## config.mk

```make
export PLATFORM = sky130hd
export DESIGN_NAME = i2c_cfg_slave
export DESIGN_NICKNAME = d
export VERILOG_FILES = /design/src/rtl/cfgi2c_pkg.sv /design/src/rtl/i2c_line_sampler.sv /design/src/rtl/i2c_slave_ctrl.sv /design/src/rtl/cfg_reg_datapath.sv /design/src/rtl/i2c_cfg_slave.sv
export SDC_FILE = /design/constraint.sdc
export NUM_CORES = 1
export LEC_CHECK = 0
export BUFFER_PORTS_ARGS = -buffer_cell sky130_fd_sc_hd__buf_4
export CORE_MARGIN = 5
export CORE_UTILIZATION = 58
export CTS_CLUSTER_SIZE = 30
export DETAILED_ROUTE_END_ITERATION = 8
export GPL_ROUTABILITY_DRIVEN = 0
export PLACE_DENSITY = 0.83
export SLEW_MARGIN = 10
export SYNTH_ARGS = -nofsm -noshare
export SYNTH_HDL_FRONTEND = slang
export SYNTH_HIERARCHICAL = 1
export SYNTH_SLANG_ARGS = --single-unit
```

## constraint.sdc

```tcl
create_clock -name clk -period 3.47 [get_ports clk]
set_input_delay 0.5205 -clock clk [delete_from_list [all_inputs] [get_ports clk]]
set_output_delay 0.5205 -clock clk [all_outputs]
set_load 0.005 [all_outputs]
```

## src/rtl/cfgi2c_pkg.sv

```systemverilog
package cfgi2c_pkg;

  typedef enum logic [2:0] {
    ST_IDLE,
    ST_ADDR,
    ST_ADDR_ACK,
    ST_WR_BYTE,
    ST_WR_ACK,
    ST_RD_BYTE,
    ST_RD_ACK
  } busState_t;

  // control -> datapath strobes
  typedef struct packed {
    logic clrPtr;
    logic shiftIn;
    logic commitByte;
    logic loadTx;
    logic shiftTx;
  } dpStrobe_t;

  localparam int STRAP_BYTE = 2;
  localparam int STRAP_BIT  = 1;

  function automatic logic [7:0] resetValue(input int idx);
    case (idx)
      1, 2, 3: resetValue = 8'hFE;
      6:       resetValue = 8'h06;
      default: resetValue = 8'h00;
    endcase
  endfunction

  function automatic logic [7:0] writableMask(input int idx);
    case (idx)
      0:       writableMask = 8'hF7;
      2:       writableMask = 8'hFD;
      default: writableMask = 8'hFF;
    endcase
  endfunction

endpackage

```

## src/rtl/i2c_line_sampler.sv

```systemverilog
module i2c_line_sampler #(
  parameter int SYNC_STAGES = 2
) (
  input  logic clk,
  input  logic rstN,
  input  logic sclIn,
  input  logic sdaIn,
  output logic sclS,
  output logic sdaS,
  output logic sclRise,
  output logic sclFall,
  output logic startEv,
  output logic stopEv
);
  localparam int PIPE_W = SYNC_STAGES + 1;

  logic [PIPE_W-1:0] sclPipe;
  logic [PIPE_W-1:0] sdaPipe;
  logic sclPrev;
  logic sdaPrev;

  always_ff @(posedge clk or negedge rstN) begin
    if (!rstN) begin
      sclPipe <= '1;
      sdaPipe <= '1;
    end else begin
      sclPipe <= {sclPipe[PIPE_W-2:0], sclIn};
      sdaPipe <= {sdaPipe[PIPE_W-2:0], sdaIn};
    end
  end

  assign sclS    = sclPipe[SYNC_STAGES-1];
  assign sdaS    = sdaPipe[SYNC_STAGES-1];
  assign sclPrev = sclPipe[SYNC_STAGES];
  assign sdaPrev = sdaPipe[SYNC_STAGES];

  assign sclRise = sclS & ~sclPrev;
  assign sclFall = ~sclS & sclPrev;
  assign startEv = sclS & sclPrev & sdaPrev & ~sdaS;
  assign stopEv  = sclS & sclPrev & ~sdaPrev & sdaS;

endmodule

```

## src/rtl/i2c_slave_ctrl.sv

```systemverilog
module i2c_slave_ctrl
  import cfgi2c_pkg::*;
#(
  parameter logic [6:0] DEV_ADDR = 7'h69
) (
  input  logic      clk,
  input  logic      rstN,
  input  logic      sclRise,
  input  logic      sclFall,
  input  logic      startEv,
  input  logic      stopEv,
  input  logic      sdaS,
  input  logic [7:0] rxByte,
  input  logic      txBit,
  input  logic      wrAccept,
  output dpStrobe_t strb,
  output logic      sdaOeLow
);
  busState_t  state;
  logic [3:0] bitCnt;
  logic       isRead;
  logic       hostAck;

  always_comb begin
    strb = '0;
    if (startEv) begin
      strb.clrPtr = 1'b1;
    end else if (!stopEv) begin
      case (state)
        ST_ADDR: begin
          if (sclRise && bitCnt < 4'd8) strb.shiftIn = 1'b1;
        end
        ST_ADDR_ACK: begin
          if (sclFall && isRead) strb.loadTx = 1'b1;
        end
        ST_WR_BYTE: begin
          if (sclRise && bitCnt < 4'd8) strb.shiftIn = 1'b1;
          if (sclFall && bitCnt == 4'd8 && wrAccept) strb.commitByte = 1'b1;
        end
        ST_RD_BYTE: begin
          if (sclFall && bitCnt != 4'd7) strb.shiftTx = 1'b1;
        end
        ST_RD_ACK: begin
          if (sclFall && hostAck) strb.loadTx = 1'b1;
        end
        default: ;
      endcase
    end
  end

  always_ff @(posedge clk or negedge rstN) begin
    if (!rstN) begin
      state   <= ST_IDLE;
      bitCnt  <= '0;
      isRead  <= 1'b0;
      hostAck <= 1'b0;
    end else if (startEv) begin
      state  <= ST_ADDR;
      bitCnt <= '0;
    end else if (stopEv) begin
      state <= ST_IDLE;
    end else begin
      case (state)
        ST_ADDR: begin
          if (sclRise && bitCnt < 4'd8) begin
            bitCnt <= bitCnt + 4'd1;
          end else if (sclFall && bitCnt == 4'd8) begin
            if (rxByte[7:1] == DEV_ADDR) begin
              isRead <= rxByte[0];
              state  <= ST_ADDR_ACK;
            end else begin
              state <= ST_IDLE;
            end
          end
        end
        ST_ADDR_ACK: begin
          if (sclFall) begin
            bitCnt <= '0;
            state  <= isRead ? ST_RD_BYTE : ST_WR_BYTE;
          end
        end
        ST_WR_BYTE: begin
          if (sclRise && bitCnt < 4'd8) begin
            bitCnt <= bitCnt + 4'd1;
          end else if (sclFall && bitCnt == 4'd8) begin
            state <= wrAccept ? ST_WR_ACK : ST_IDLE;
          end
        end
        ST_WR_ACK: begin
          if (sclFall) begin
            bitCnt <= '0;
            state  <= ST_WR_BYTE;
          end
        end
        ST_RD_BYTE: begin
          if (sclFall) begin
            if (bitCnt == 4'd7) state <= ST_RD_ACK;
            else bitCnt <= bitCnt + 4'd1;
          end
        end
        ST_RD_ACK: begin
          if (sclRise) begin
            hostAck <= ~sdaS;
          end else if (sclFall) begin
            bitCnt <= '0;
            state  <= hostAck ? ST_RD_BYTE : ST_IDLE;
          end
        end
        default: state <= ST_IDLE;
      endcase
    end
  end

  assign sdaOeLow = (state == ST_ADDR_ACK) || (state == ST_WR_ACK) ||
                    ((state == ST_RD_BYTE) && !txBit);

endmodule

```

## src/rtl/cfg_reg_datapath.sv

```systemverilog
module cfg_reg_datapath
  import cfgi2c_pkg::*;
#(
  parameter int NUM_BYTES = 7,
  parameter int PTR_W     = 4
) (
  input  logic                   clk,
  input  logic                   rstN,
  input  dpStrobe_t              strb,
  input  logic                   sdaS,
  input  logic                   strapIn,
  output logic [7:0]             rxByte,
  output logic                   txBit,
  output logic                   wrAccept,
  output logic [PTR_W-1:0]       ptr,
  output logic [NUM_BYTES*8-1:0] regView
);
  localparam int HDR_BYTES = 2;
  localparam int PTR_LAST  = NUM_BYTES + HDR_BYTES;

  logic [7:0] rxShift;
  logic [7:0] txShift;
  logic [7:0] txNext;

  always_ff @(posedge clk or negedge rstN) begin
    if (!rstN) begin
      rxShift <= '0;
      txShift <= '1;
      ptr     <= '0;
    end else begin
      if (strb.shiftIn) rxShift <= {rxShift[6:0], sdaS};
      if (strb.loadTx) txShift <= txNext;
      else if (strb.shiftTx) txShift <= {txShift[6:0], 1'b1};
      if (strb.clrPtr) ptr <= '0;
      else if ((strb.commitByte || strb.loadTx) && ptr != PTR_W'(PTR_LAST))
        ptr <= ptr + 1'b1;
    end
  end

  assign rxByte   = rxShift;
  assign txBit    = txShift[7];
  assign wrAccept = (ptr < PTR_W'(PTR_LAST));

  // read order: count first, then registers, then released bus
  always_comb begin
    txNext = 8'hFF;
    if (ptr == '0) txNext = 8'(NUM_BYTES);
    for (int i = 0; i < NUM_BYTES; i++) begin
      if (ptr == PTR_W'(i + 1)) txNext = regView[i*8 +: 8];
    end
  end

  for (genvar g = 0; g < NUM_BYTES; g++) begin : genByte
    localparam logic [7:0] WMASK = writableMask(g);
    logic [7:0] stored;
    logic       wrEn;

    assign wrEn = strb.commitByte && (ptr == PTR_W'(g + HDR_BYTES));

    always_ff @(posedge clk or negedge rstN) begin
      if (!rstN) stored <= resetValue(g);
      else if (wrEn) stored <= (stored & ~WMASK) | (rxShift & WMASK);
    end

    if (g == STRAP_BYTE) begin : genStrap
      localparam logic [7:0] SBIT = 8'h1 << STRAP_BIT;
      assign regView[g*8 +: 8] = (stored & ~SBIT) | (strapIn ? SBIT : 8'h00);
    end else begin : genPlain
      assign regView[g*8 +: 8] = stored;
    end
  end

endmodule

```

## src/rtl/i2c_cfg_slave.sv

```systemverilog
module i2c_cfg_slave
  import cfgi2c_pkg::*;
#(
  parameter int         NUM_BYTES   = 7,
  parameter logic [6:0] DEV_ADDR    = 7'h69,
  parameter int         SYNC_STAGES = 2
) (
  input  logic                   clk,
  input  logic                   rstN,
  input  logic                   sclIn,
  input  logic                   sdaIn,
  input  logic                   strapIn,
  output logic                   sdaOeLow,
  output logic [NUM_BYTES*8-1:0] cfgRegs
);
  localparam int PTR_W = $clog2(NUM_BYTES + 3);

  logic sclS, sdaS, sclRise, sclFall, startEv, stopEv;
  logic [7:0] rxByte;
  logic txBit, wrAccept;
  logic [PTR_W-1:0] ptr;
  dpStrobe_t strb;

  i2c_line_sampler #(.SYNC_STAGES(SYNC_STAGES)) uSampler (
    .clk(clk), .rstN(rstN), .sclIn(sclIn), .sdaIn(sdaIn),
    .sclS(sclS), .sdaS(sdaS), .sclRise(sclRise), .sclFall(sclFall),
    .startEv(startEv), .stopEv(stopEv)
  );

  i2c_slave_ctrl #(.DEV_ADDR(DEV_ADDR)) uCtrl (
    .clk(clk), .rstN(rstN), .sclRise(sclRise), .sclFall(sclFall),
    .startEv(startEv), .stopEv(stopEv), .sdaS(sdaS), .rxByte(rxByte),
    .txBit(txBit), .wrAccept(wrAccept), .strb(strb), .sdaOeLow(sdaOeLow)
  );

  cfg_reg_datapath #(.NUM_BYTES(NUM_BYTES), .PTR_W(PTR_W)) uData (
    .clk(clk), .rstN(rstN), .strb(strb), .sdaS(sdaS), .strapIn(strapIn),
    .rxByte(rxByte), .txBit(txBit), .wrAccept(wrAccept), .ptr(ptr),
    .regView(cfgRegs)
  );

endmodule

```

Word level (Yosys, flattened, before mapping). Cells that the tools add are included. Widths: inputs -> output; s select.

Register bits after elaboration: 91. Output and inout bits: 57. Logic and storage cells: 150.

Add/subtract/negate cells: 2. Magnitude comparators: 2. Eq/ne operators: 34. Muxes and demuxes: 50. Bitwise logic cells: 17. Reduce and logical (&&, ||, !) cells: 29.

Operators with widths (number): $mux 8 (10); $mux 3 (15); $mux 4 (11); $ne 4x2->1 const B (7); $eq 4x3->1 const B (5); $pmux 3 s6 (1); $pmux 4 s4 (1); $logic_and 1x1->1 (15); $ne 4x3->1 const B (3); $reduce_and 6->1 (2); $reduce_and 10->1 (1); $eq 3x3->1 const B (3); $mux 1 (9); $add 4x1->4 const B (2); $eq 4x2->1 const B (2); $eq 4x4->1 const B (2); $lt 4x4->1 const B (2); $ne 4x4->1 const B (2); $or 2x8->8 (1); $or 4x8->8 (1); $or 8x8->8 (1); $and 1x1->1 (7); $eq 7x7->1 const B (1); $not 1->1 (7); 16 further kinds (23).

Depth between registers and ports, before layout. Gate-level depths: netlist (run 1).

Word-level depth: 12. Depth in mapped cells: 12.

Cells and area by module. Netlist (run 1), hierarchy kept.

Modules (own cells, without submodules): cfg_reg_datapath (instances 1, cells each 307, area an instance 3646.0 sq um, seq. area each 1889.3 sq um); i2c_slave_ctrl (instances 1, cells each 89, area an instance 759.5 sq um, seq. area each 225.2 sq um); i2c_line_sampler (instances 1, cells each 10, area an instance 190.2 sq um, seq. area each 157.7 sq um).

Worst setup path after synthesis (run 1). Ideal clock, no wire load.

Path type: flip-flop to flip-flop. From: register uSampler.sdaPipe[1]. To: register uData.genByte[1].stored[0]. Library setup time: 0.125 ns. Data arrival time: 2.381 ns. Data required time: 3.345 ns. Slack: 0.964 ns. Stages on the path, launching flop included: 8. Cells stage by stage: dfstp_2 -> and4b_1 -> or2_2 -> clkbuf_1 -> nor3_1 -> buf_2 -> nor4b_4 -> mux2_2.

RTL lines: start: declaration (line i2c_line_sampler.sv:18) `logic [PIPE_W-1:0] sdaPipe;`; start signal: assignment (line i2c_line_sampler.sv:28) `sdaPipe <= {sdaPipe[PIPE_W-2:0], sdaIn};`; end signal: assignment (line cfg_reg_datapath.sv:61) `if (!rstN) stored <= resetValue(g);`; end signal: assignment (line cfg_reg_datapath.sv:62) `else if (wrEn) stored <= (stored & ~WMASK) | (rxShift & WMASK);`; end: declaration (line cfg_reg_datapath.sv:55) `logic [7:0] stored;`.

==> results of run 1 <==
final timing paths:
check / start / to / slack (ns) / cells past startpoint
worst max-delay path: uSampler/sdaPipe[1]$_DFF_PN1_ / uData/genByte[1].stored[0]$_DFFE_PN0P_ / 0.69 / 6
worst min-delay path: sdaIn / uSampler/sdaPipe[0]$_DFF_PN1_ / 0.26 / 1
worst max register to register: uSampler/sdaPipe[1]$_DFF_PN1_ / uData/genByte[1].stored[0]$_DFFE_PN0P_ / 0.69 / 6
worst min register to register: uSampler/sdaPipe[0]$_DFF_PN1_ / uSampler/sdaPipe[1]$_DFF_PN1_ / 0.36 / 0
max in group asynchronous: rstN / uData/genByte[0].stored[2]$_DFFE_PN0P_ / 2.44 / 1
min in group asynchronous: rstN / uCtrl/bitCnt[3]$_DFFE_PN0P_ / 0.35 / 1
worst max-delay path, cell delays in order (launching register included):
cell and delay, ns:
sky130_fd_sc_hd__dfstp_2 0.57, sky130_fd_sc_hd__and4b_1 0.32, sky130_fd_sc_hd__or2_2 0.41, sky130_fd_sc_hd__nor3_1 0.22, sky130_fd_sc_hd__buf_4 0.21, sky130_fd_sc_hd__nor4b_4 0.51
sky130_fd_sc_hd__mux2_2 0.41
kinds of logic (layout without fill, tap and decap cells):
| group | Yosys count | in the layout | share of synthesized area [%] |
|---|---|---|---|
| other cells | 1 | 1 | 0.0816 |
| simple gates | 106 | 106 | 14.2 |
| compound gates | 91 | 91 | 12.6 |
| buf+inv | 40 | 98 | 4.44 |
| flops | 89 | 89 | 49.4 |
| fa+ha+maj | 7 | 7 | 1.91 |
| mux | 68 | 68 | 16.6 |
| xor+xnor | 4 | 4 | 0.762 |
metrics by stage:
| stage | hold slack, ns | setup slack (ns) | total power [mW] | cell area (sq um) |
|---|---|---|---|---|
| 3_3_place_gp | 0.346 | 0.883 | 1.55 | 5070 |
| 2_1_floorplan | 0.225 | 0.964 | 1.47 | 4600 |
| 5_1_grt | 0.249 | 0.602 | 2.32 | 5250 |
| 3_5_place_dp | 0.349 | 0.754 | 1.56 | 5070 |
| 4_1_cts | 0.254 | 0.717 | 2.21 | 5250 |
| 6_report | 0.257 | 0.693 | 2.21 | 5250 |
cells in the mapped netlist (all sizes together) (4+ instances only):
cell,n
mux2,64
dfrtp,53
dfstp,36
a21oi,30
nand2,24
nor2,23
inv,18
buf,16
o21ai,16
o22ai,12
nor2b,10
nand3,9
nor3,8
ha,7
a211oi,6
clkbuf,6
nand3b,5
a31oi,4
mux2i,4
nand2b,4
where the power goes:
| part | switching [mW] | leakage (nW) | internal, mW |
|---|---|---|---|
| clock network | 0.390 | 0.0944 | 0.268 |
| registers | 0.0961 | 1.10 | 1.12 |
| logic | 0.179 | 1.22 | 0.160 |
registers in the layout, summed over array words and instances (netlist names):
name,flops
uData/txShift,8
uData/genByte.stored,54
uCtrl/state,3
uCtrl/hostAck,1
uData/ptr,4
uData/rxByte,8
uSampler/sclPipe,3
uCtrl/bitCnt,4
uSampler/sdaPipe,3
uCtrl/isRead,1
per-layer routing:
metal,vias to the layer above,GRT usage (%)
li1,1579,-
met1,1729,32.2
met2,143,37.0
met3,38,3.96
met4,0,10.3
met5,-,0
final cells by class:
| type | instances | area, sq um |
|---|---|---|
| fillers | 590 | 2480 |
| repair buffers | 64 | 480 |
| flip-flops and latches | 89 | 2270 |
| well taps | 102 | 128 |
| multi-input cells | 277 | 2120 |
| clock inverters | 7 | 53.8 |
| clock buffers | 9 | 124 |
| inverters | 18 | 67.6 |
==> results.md, run 1 <==
* Aggregate negative setup slack at 0 ns
* Pin count of the biggest net entering global routing at 90
* Number of flops mapped to enable cells by yosys at 0
* Max-slew violations at 0
* Post-synthesis instance total at 406
* Worst vdd ir at 256 uV
* Diode count at 0
* Static leakage at 2.42 nW
* Detailed-placement wirelength estimate at 7.82 mm
* Count of unresolved DRC violations after routing at 0
* Top routing layer in use: met4
* Starting utilization of the core area at 59.5%
* Via count at 3,489
* Core Footprint at 7730 sq um
* CTS tree: yes
* Number of top-level design ports at 62
* Clock buffer depth at 2
* Clock Tree Root: sky130_fd_sc_hd__clkbuf_8
* Tightest slew margin relative to the limit at 28.7%
* Tmin final at 2.78 ns
* Post-Place Cells at 550
* Overall overflow remaining after global route at 0
* Initial antenna violation count at 0
* Synth warn at 6
* Syn_area_per_cell at 11.3 sq um
* Net count after synthesis at 418
* Count of H-tree levels built during CTS at 3
* Number of standard-cell rows in the floorplan at 32
* Outcome: finished, final reports clean
* Wire length of the first global-routing pass at 18.4 mm
* Data arrival time of the critical path at 3.02 ns
* # clock sinks at 89
* Total GRT Usage at 23.6%
* Number of optimization iterations in the first detailed-route pass at 7
* Setup repair after global routing missed its margin: false
* Final count of hold timing violations at 0
* Endpoint kind of the worst setup timing path: flip-flop
* Clock transition time at the flip-flop clock pins of the worst setup and hold paths at 0.10 ns
* Floorplan die area at 9800 sq um
* Post-DR vias/cell at 6.16
* Detail-routed net length per standard cell at 19.9 um
* Final Core Density at 67.9%
* Met1 Wirelength at 4.86 mm
* Die extent in x at 99.0 um
* Number of buffers inserted for hold repair after clock tree synthesis at 0
* Number of setup violations in the final report at 0
* Final setup skew at 0.0100 ns
* Power density normalized to cell area at 422 nW/um^2
* Die height at 99.0 um
* Cell Area, Synth at 4600 sq um
* Worst path required time at 3.71 ns
* Quantity of gates resized following cts at 0
* Ratio of cells with drive above 1 in the final layout at 42.7%
* CTS Buf Count at 9
* WL met2 at 5.35 mm
* Share of the synthesized area in the top cell type at 28.9%
* Vias in the first global route at 3,550
* Predominant post-synthesis flop cell: sky130_fd_sc_hd__dfrtp_1
* Top library cells by usage in the layout, fill and taps aside: sky130_fd_sc_hd__buf_4 (64), sky130_fd_sc_hd__mux2_2 (64), sky130_fd_sc_hd__dfrtp_1 (53)
* Port buffer count at 60
* Critical path fanouts, max at 10
* Number of distinct library cells after synthesis at 66
* Final net count at 471
* Hold crit path type: input port to flip-flop
* Number of standard cells in the layout, taps in and fillers out at 566
* Sequential-to-total area share from yosys stat at 49.4%
* Number of buffers inserted by post-CTS setup repair at 0
* Met3 WL post-DR at 701 um
* Setup crit start kind: flip-flop
* Synth top area cells: sky130_fd_sc_hd__dfrtp_1 (29%), sky130_fd_sc_hd__dfstp_2 (21%), sky130_fd_sc_hd__mux2_2 (16%)
* Cell type with the highest aggregate area in the netlist: sky130_fd_sc_hd__dfrtp_1
* Worst setup path category: flip-flop to flip-flop
* Slew at the pin with the worst max-slew slack at 1.07 ns
* FF+latch count, synth at 89
* Syn-to-layout area delta at 14.1%
* Fraction of the cycle the final worst path needs at 80.0%
* Number of antenna-violating nets in the routed design at 0
* Count of maximum capacitance violations at 0
* Clock Latency Late Sink at 0.36 ns
* Peak clock frequency supported by timing at 360 MHz
* Async S/R FF share, synth at 100%
* Wirelength, routed at 11.3 mm
* First DRT Iteration DRCs at 287
(Power assumes the default switching activity.)
==> run 2: changes to the inputs <==
Clock period 3.47 ns to 2.8 ns, I/O delays scaled along.
==> results.md, run 2 (synthesis results as in run 1) <==
* Worst setup path category: flip-flop to flip-flop
* Detail-routed net length per standard cell at 20.2 um (+1.4%)
* Number of antenna-violating nets in the routed design at 0 (unchanged)
* Number of buffers inserted by post-CTS setup repair at 0 (unchanged)
* Tmin final at 2.50 ns (-0.276 ns)
* Outcome: finished, final reports clean
* Detailed-placement wirelength estimate at 8.01 mm (+2.4%)
* Min-Delay Startpoint: sclIn
* # clock sinks at 89 (unchanged)
* Endpoint kind of the worst setup timing path: flip-flop
* Part of the total power dissipated in the clock network at 34.4% (+4.7 points)
* Top Family by Delay on Critical Path: simple AND/OR/NAND/NOR gates
* Number of standard cells in the layout, taps in and fillers out at 575 (+1.6%)
* Final count of hold timing violations at 0 (unchanged)
* Data arrival time of the critical path at 2.75 ns (-0.27 ns)
* Crit path buf inv count at 1 (unchanged)
* Cell with the biggest individual delay on the critical path: sky130_fd_sc_hd__dfstp_2
* Power density normalized to cell area at 547 nW/um^2 (+30%)
* Clock buffer depth at 2 (unchanged)
* Total GRT Usage at 24.0% (+0.47 points)
* Startpoint of the worst setup timing path: uSampler/sdaPipe[1]$_DFF_PN1_
* Max-slew violations at 0 (unchanged)
* Biggest register: uData/genByte.stored
* R2r worst-path depth at 6 (unchanged)
* Final Core Density at 69.5% (+1.6 points)
* Count of H-tree levels built during CTS at 3 (unchanged)
* Vias in the first global route at 3,469 (-2.3%)
* Clock transition time at the flip-flop clock pins of the worst setup and hold paths at 0.09 ns (about the same)
* Worst vdd ir at 469 uV (+83%)
* Logic gate share of total power at 14.4% (-0.9 points)
* Clock Latency Late Sink at 0.36 ns (about the same)
* Post-route design area at 5370 sq um (+2.3%)
* Hold crit path type: input port to flip-flop
* Setup repair after global routing missed its margin: false
* Max reg flops at 54 (unchanged)
* Cells along the critical path: and4b_1 -> or2_2 -> nor3_1 -> buf_4 -> nand4b_2 -> mux2_2
* Number of standard-cell rows in the floorplan at 32 (unchanged)
* Net load switching power at 810 uW (+22%)
* Worst path required time at 3.04 ns (-0.67 ns)
* Die height at 99.0 um (unchanged)
* Top library cells by usage in the layout, fill and taps aside: sky130_fd_sc_hd__buf_4 (73), sky130_fd_sc_hd__mux2_2 (64), sky130_fd_sc_hd__dfrtp_1 (53)
* Count of maximum capacitance violations at 0 (unchanged)
* Final net count at 480 (+1.9%)
* Starting utilization of the core area at 59.5% (unchanged)
* Floorplan die area at 9800 sq um (unchanged)
* Final-layout fill cell count at 570 (-3.4%)
* Peak clock frequency supported by timing at 400 MHz (+11%)
* Pin count of the biggest net entering global routing at 83 (-7.8%)
* Port buffer count at 60 (unchanged)
* CP Capture Point: uData/genByte[6].stored[6]$_DFFE_PN0P_
* Diode count at 0 (unchanged)
* Wirelength, routed at 11.6 mm (+3.0%)
* Fraction of the cycle the final worst path needs at 89.3% (+9.3 points)
* Final worst slack at 0.298 ns (-0.394 ns)
* Slew at the pin with the worst max-slew slack at 0.981 ns (-0.0893 ns)
* Quantity of gates resized following cts at 0 (unchanged)
* Syn-to-layout area delta at 16.8%
* Number of gates on the worst path with buffers counted at 6 (unchanged)
* CTS Buf Count at 9 (unchanged)
* Static leakage at 2.49 nW (+2.9%)
* Tightest slew margin relative to the limit at 34.6% (+6.0 points)
* Number of setup violations in the final report at 0 (unchanged)
* Beginning of the worst register-to-register path: uSampler/sdaPipe[1]$_DFF_PN1_
* Total cell area at the placement stage at 5120 sq um (+1.0%)
* Final setup skew at 0.00889 ns (-0.00113 ns)
* Die extent in x at 99.0 um (unchanged)
* Post-Place Cells at 557 (+1.3%)
* Number of buffers inserted for hold repair after clock tree synthesis at 0 (unchanged)
* Ratio of cells with drive above 1 in the final layout at 43.8% (+1.1 points)
* Setup crit start kind: flip-flop
* Via count at 3,593 (+3.0%)
* Count of unresolved DRC violations after routing at 0 (unchanged)
* Most common cell after layout, fill and taps aside: sky130_fd_sc_hd__buf_4
* Critical path fanouts, max at 8 (-2)
* Sequential cell fraction of total power at 51.2% (-3.8 points)
* P_int at 2.12 mW (+37%)
* Post-DR vias/cell at 6.25 (+1.4%)
* Initial antenna violation count at 0 (unchanged)
* Core Footprint at 7730 sq um (unchanged)
* CTS tree: yes
* Setup WS pre-CTS at 0.221 ns (-0.532 ns)
* Endpoint of the worst-slack reg-to-reg timing path: uData/genByte[6].stored[6]$_DFFE_PN0P_
* Sum of internal, switching and leakage power at 2.93 mW (+33%)
* First DRT Iteration DRCs at 274 (-4.5%)
* Overall overflow remaining after global route at 0 (unchanged)
* Number of top-level design ports at 62 (unchanged)
* Register-to-register setup slack at 0.30 ns (-0.39 ns)
* Number of optimization iterations in the first detailed-route pass at 6 (-1)
* Wire length of the first global-routing pass at 18.5 mm (+0.49%)
* Clock Tree Root: sky130_fd_sc_hd__clkbuf_8
* Worst Hold Margin at 0.166 ns (-0.0916 ns)
* Aggregate negative setup slack at 0 ns (unchanged)
* Max stage delay on crit path at 0.56 ns (about the same)
* Net switching share of the total power at 27.6% (-2.5 points)
run 2: cell count changes in the layout (fill, tap and decap cells not counted), sizes merged:
| cell | previous run | this run |
|---|---|---|
| buf | 64 | 73 |
| clkinv | 4 | 1 |
| clkbuf | 9 | 10 |
| bufinv | 0 | 2 |
run 2: worst min path at each step:
stage | endpoint | slack (ns) | cells after the start
5_1_grt | uSampler/sclPipe[0]$_DFF_PN1_ | 0.13 | 1
6_report | uSampler/sclPipe[0]$_DFF_PN1_ | 0.17 | 1
3_5_place_dp | uSampler/sclPipe[1]$_DFF_PN1_ | 0.35 | 0
3_3_place_gp | uSampler/sclPipe[1]$_DFF_PN1_ | 0.35 | 0
2_1_floorplan | uCtrl/bitCnt[0]$_DFFE_PN0P_ | 0.12 | 0
4_1_cts | uSampler/sclPipe[0]$_DFF_PN1_ | 0.15 | 1
run 2: power by group through the flow:
stage | Combinational [mW] | Sequential, mW | Clock (mW)
floorplan | 0.359 | 1.46 | 0
global placement | 0.402 | 1.52 | 0
detailed placement | 0.416 | 1.52 | 0
CTS | 0.420 | 1.50 | 1.02
global route | 0.473 | 1.52 | 1.09
finish | 0.423 | 1.50 | 1.01
run 2: metal layers:
layer  track usage, %  up-vias  part of all wire [%]
met1             32.7     1746                    43
met5                0        -                     0
li1                 -     1614                     -
met3             5.45       34                   7.3
met2             37.9      199                    48
met4             8.40        0                   2.6
run 2: worst reg2reg max path, stage by stage, from the launching register on:
cell                       delay, ns
sky130_fd_sc_hd__dfstp_2        0.56
sky130_fd_sc_hd__and4b_1        0.27
sky130_fd_sc_hd__or2_2          0.38
sky130_fd_sc_hd__nor3_1         0.20
sky130_fd_sc_hd__buf_4          0.21
sky130_fd_sc_hd__nand4b_2       0.37
sky130_fd_sc_hd__mux2_2         0.41
run 2: final cells by class:
type	instances	area (sq um)	share of cell area, %
sequential	89	2270	42.3
multi-input combinational	277	2120	39.5
timing repair buffer	73	548	10.2
clock buffer	10	138	2.56
tap	102	128	2.38
clock inverter	6	95.1	1.77
inverter	18	67.6	1.26
==> run 3: changes to the inputs <==
Settings changed: SYNTH_HIERARCHICAL 1 to unset.
==> results.md, run 3 <==
* Outcome: finished, final reports clean
* Worst vdd ir at 337 uV (-28%)
* Static leakage at 2.42 nW (-2.6%)
* Clock transition time at the flip-flop clock pins of the worst setup and hold paths at 0.09 ns (about the same)
* Net count after synthesis at 434 (+3.8%)
* Floorplan die area at 9820 sq um (+0.14%)
* First DRT Iteration DRCs at 269 (-1.8%)
* Data arrival time of the critical path at 2.70 ns (-0.05 ns)
* Setup WS pre-CTS at 0.430 ns (+0.208 ns)
* Hold crit path type: input port to flip-flop
* Share of the synthesized area in the top cell type at 28.8% (-0.047 points)
* Count of maximum capacitance violations at 0 (unchanged)
* Cell Area, Synth at 4600 sq um (+0.16%)
* Synth top area cells: sky130_fd_sc_hd__dfrtp_1 (29%), sky130_fd_sc_hd__dfstp_2 (21%), sky130_fd_sc_hd__mux2_2 (15%)
* Sequential-to-total area share from yosys stat at 49.4% (-0.081 points)
* Synth warn at 0 (-6)
* Vias in the first global route at 3,567 (+2.8%)
* Quantity of gates resized following cts at 0 (unchanged)
* Tightest slew margin relative to the limit at 38.9% (+4.3 points)
* Predominant post-synthesis flop cell: sky130_fd_sc_hd__dfrtp_1
* Wire length of the first global-routing pass at 19.3 mm (+4.4%)
* Cells along the critical path: ha_1 -> nand2b_1 -> o22ai_1 -> a2111oi_0 -> a21oi_1 -> o21ai_0
* # clock sinks at 89 (unchanged)
* Initial antenna violation count at 0 (unchanged)
* Ratio of cells with drive above 1 in the final layout at 41.1% (-2.6 points)
* Core Footprint at 7730 sq um (unchanged)
* Endpoint of the worst hold-timing path: uSampler.sdaPipe[0]$_DFF_PN1_
* Count of H-tree levels built during CTS at 3 (unchanged)
* Most common cell in the netlist: sky130_fd_sc_hd__mux2_2
* CTS Buf Count at 9 (unchanged)
* Worst path required time at 3.08 ns (+0.04 ns)
* Syn_area_per_cell at 10.9 sq um (-3.6%)
* Die extent in x at 99.1 um (about the same)
* Most common cell after layout, fill and taps aside: sky130_fd_sc_hd__buf_4
* Slew at the pin with the worst max-slew slack at 0.917 ns (-0.0639 ns)
* Final net count at 486 (+1.3%)
* Wirelength, routed at 11.9 mm (+2.4%)
* Aggregate negative setup slack at 0 ns (unchanged)
* Number of top-level design ports at 62 (unchanged)
* Number of buffers inserted by post-CTS setup repair at 0 (unchanged)
* Cell type with the highest aggregate area in the netlist: sky130_fd_sc_hd__dfrtp_1
* Overall overflow remaining after global route at 0 (unchanged)
* Final count of hold timing violations at 0 (unchanged)
* Total GRT Usage at 24.8% (+0.80 points)
* Clock buffer depth at 2 (unchanged)
* Number of setup violations in the final report at 0 (unchanged)
* Crit path buf inv count at 0 (-1)
* Post-synthesis instance total at 422 (+3.9%)
* Number of optimization iterations in the first detailed-route pass at 5 (-1)
* Diode count at 0 (unchanged)
* Final worst slack at 0.378 ns (+0.0798 ns)
* Cell with the biggest individual delay on the critical path: sky130_fd_sc_hd__ha_1
* Endpoint of the worst-slack reg-to-reg timing path: uData.txShift[6]$_DFFE_PN1P_
* FF+latch count, synth at 89 (unchanged)
* Detail-routed net length per standard cell at 20.5 um (+1.3%)
* Top Family by Delay on Critical Path: compound AO/OA/AOI/OAI gates
* Max stage delay on crit path at 0.63 ns (+0.07 ns)
* Number of standard-cell rows in the floorplan at 32 (unchanged)
* Top library cells by usage in the layout, fill and taps aside: sky130_fd_sc_hd__buf_4 (69), sky130_fd_sc_hd__mux2_2 (63), sky130_fd_sc_hd__dfrtp_1 (53)
* Number of buffers inserted for hold repair after clock tree synthesis at 0 (unchanged)
* Max reg flops at 54 (unchanged)
* Number of antenna-violating nets in the routed design at 0 (unchanged)
* Max-slew violations at 0 (unchanged)
* Via count at 3,645 (+1.4%)
* Syn-to-layout area delta at 16.4%
* Clock Latency Late Sink at 0.35 ns (about the same)
* Tmin final at 2.42 ns (-0.0798 ns)
* Setup repair after global routing missed its margin: false
* Min-Delay Startpoint: sdaIn
* Async S/R FF share, synth at 100% (unchanged)
* Fraction of the cycle the final worst path needs at 86.5% (-2.8 points)
* Setup crit start kind: flip-flop
* Detailed-placement wirelength estimate at 8.51 mm (+6.3%)
* Worst setup path category: flip-flop to flip-flop
* Worst Hold Margin at 0.170 ns (+0.00376 ns)
* Post-DR vias/cell at 6.27 (+0.40%)
* Die height at 99.1 um (about the same)
* Final setup skew at 0.0117 ns (+0.00279 ns)
* Power density normalized to cell area at 472 nW/um^2 (-14%)
* Pin count of the biggest net entering global routing at 76 (-8.4%)
* Number of distinct library cells after synthesis at 60 (-9.1%)
* Clock Tree Root: sky130_fd_sc_hd__clkbuf_8
* Biggest register: uData.genByte.stored
* Endpoint kind of the worst setup timing path: flip-flop
* Beginning of the worst register-to-register path: uData.ptr[0]$_DFFE_PN0P_
* CTS tree: yes
* Peak clock frequency supported by timing at 413 MHz (+3.3%)
* Most numerous cell types in the synthesized netlist: sky130_fd_sc_hd__mux2_2 (63), sky130_fd_sc_hd__dfrtp_1 (53), sky130_fd_sc_hd__dfstp_2 (36), sky130_fd_sc_hd__nand2_1 (30), sky130_fd_sc_hd__a21oi_1 (23)
* Critical path fanouts, max at 19 (+11)
* R2r worst-path depth at 6 (unchanged)
* Number of flops mapped to enable cells by yosys at 0 (unchanged)
* Number of stages on the worst hold path at 1 (unchanged)
* Port buffer count at 60 (unchanged)
* Final-layout fill cell count at 574 (+0.70%)
* Count of unresolved DRC violations after routing at 0 (unchanged)
* Starting utilization of the core area at 59.6% (+0.097 points)
* Register-to-register setup slack at 0.38 ns (+0.08 ns)
[run 3: cell count changes in the layout (fill, tap and decap cells not counted), moves of 4 or more]
cell	change
sky130_fd_sc_hd__o22ai_1	-6
sky130_fd_sc_hd__nand2b_1	+8
sky130_fd_sc_hd__nand2_1	+7
sky130_fd_sc_hd__o211ai_1	+8
sky130_fd_sc_hd__a21oi_1	-6
sky130_fd_sc_hd__nand3_2	+5
sky130_fd_sc_hd__a2111oi_0	+5
sky130_fd_sc_hd__buf_4	-4
sky130_fd_sc_hd__a211oi_1	-4
sky130_fd_sc_hd__nand3b_1	-4
sky130_fd_sc_hd__o31ai_1	+4
[run 3: how the worst max path moves through the flow]
stage	cells past startpoint	to	slack, ns	start
3_5_place_dp	5	uData.genByte[6].stored[3]$_DFFE_PN0P_	0.43	uSampler.sclPipe[2]$_DFF_PN1_
6_report	6	uData.txShift[6]$_DFFE_PN1P_	0.38	uData.ptr[0]$_DFFE_PN0P_
5_1_grt	6	uData.txShift[5]$_DFFE_PN1P_	0.15	uData.ptr[0]$_DFFE_PN0P_
4_1_cts	5	uData.genByte[6].stored[3]$_DFFE_PN0P_	0.41	uSampler.sclPipe[2]$_DFF_PN1_
3_3_place_gp	5	uData.genByte[6].stored[5]$_DFFE_PN0P_	0.53	uSampler.sclPipe[2]$_DFF_PN1_
2_1_floorplan	7	uData.genByte[6].stored[0]$_DFFE_PN0P_	0.69	uSampler.sclPipe[2]$_DFF_PN1_
[run 3: power by group]
group	internal (mW)	switching, mW
Clock	0.558	0.463
Sequential	1.32	0.0463
Combinational	0.0530	0.0881
[run 3: per-stage QoR]
stage,power [mW],utilization (%),area (sq um),std cells
6_report,2.53,69.3,5360,581
5_1_grt,2.61,69.3,5360,581
4_1_cts,2.54,69.3,5360,581
3_5_place_dp,1.53,66.3,5120,565
3_3_place_gp,1.52,66.3,5120,565
2_1_floorplan,1.46,-,4600,422
[run 3: layer usage]
layer | global-route usage (%) | share of wire [%] | vias up | wire (um)
met5 | 0 | 0 | - | 0
met4 | 8.40 | 2.2 | 0 | 266
met3 | 4.39 | 7.2 | 29 | 855
met2 | 40.4 | 49 | 163 | 5770
met1 | 33.7 | 42 | 1818 | 5000
li1 | - | - | 1635 | -
[run 3: layout make-up]
class | count | area [sq um] | area share (%)
clock buffer | 11 | 151 | 2.83
inverter | 18 | 67.6 | 1.26
tap | 102 | 128 | 2.38
multi-input combinational | 287 | 2140 | 39.9
timing repair buffer | 69 | 518 | 9.67
clock inverter | 5 | 85.1 | 1.59
sequential | 89 | 2270 | 42.4
[run 3: worst reg2reg max path: cells and delay by family (launching register included)]
| family | cells | cell delay [ns] |
|---|---|---|
| AOI/OAI and AO/OA | 4 | 0.86 |
| adders and majority gates | 1 | 0.63 |
| DFF | 1 | 0.46 |
| and+or+nand+nor | 1 | 0.38 |
[run 3: cells by family after synthesis]
| group | share of synthesized area (%) |
|---|---|
| compound gates | 15.3 |
| xor+xnor | 0.190 |
| fa+ha+maj | 1.90 |
| buf+inv | 4.24 |
| flops | 49.4 |
| mux | 16.3 |
| other cells | 0.0815 |
| simple gates | 12.6 |
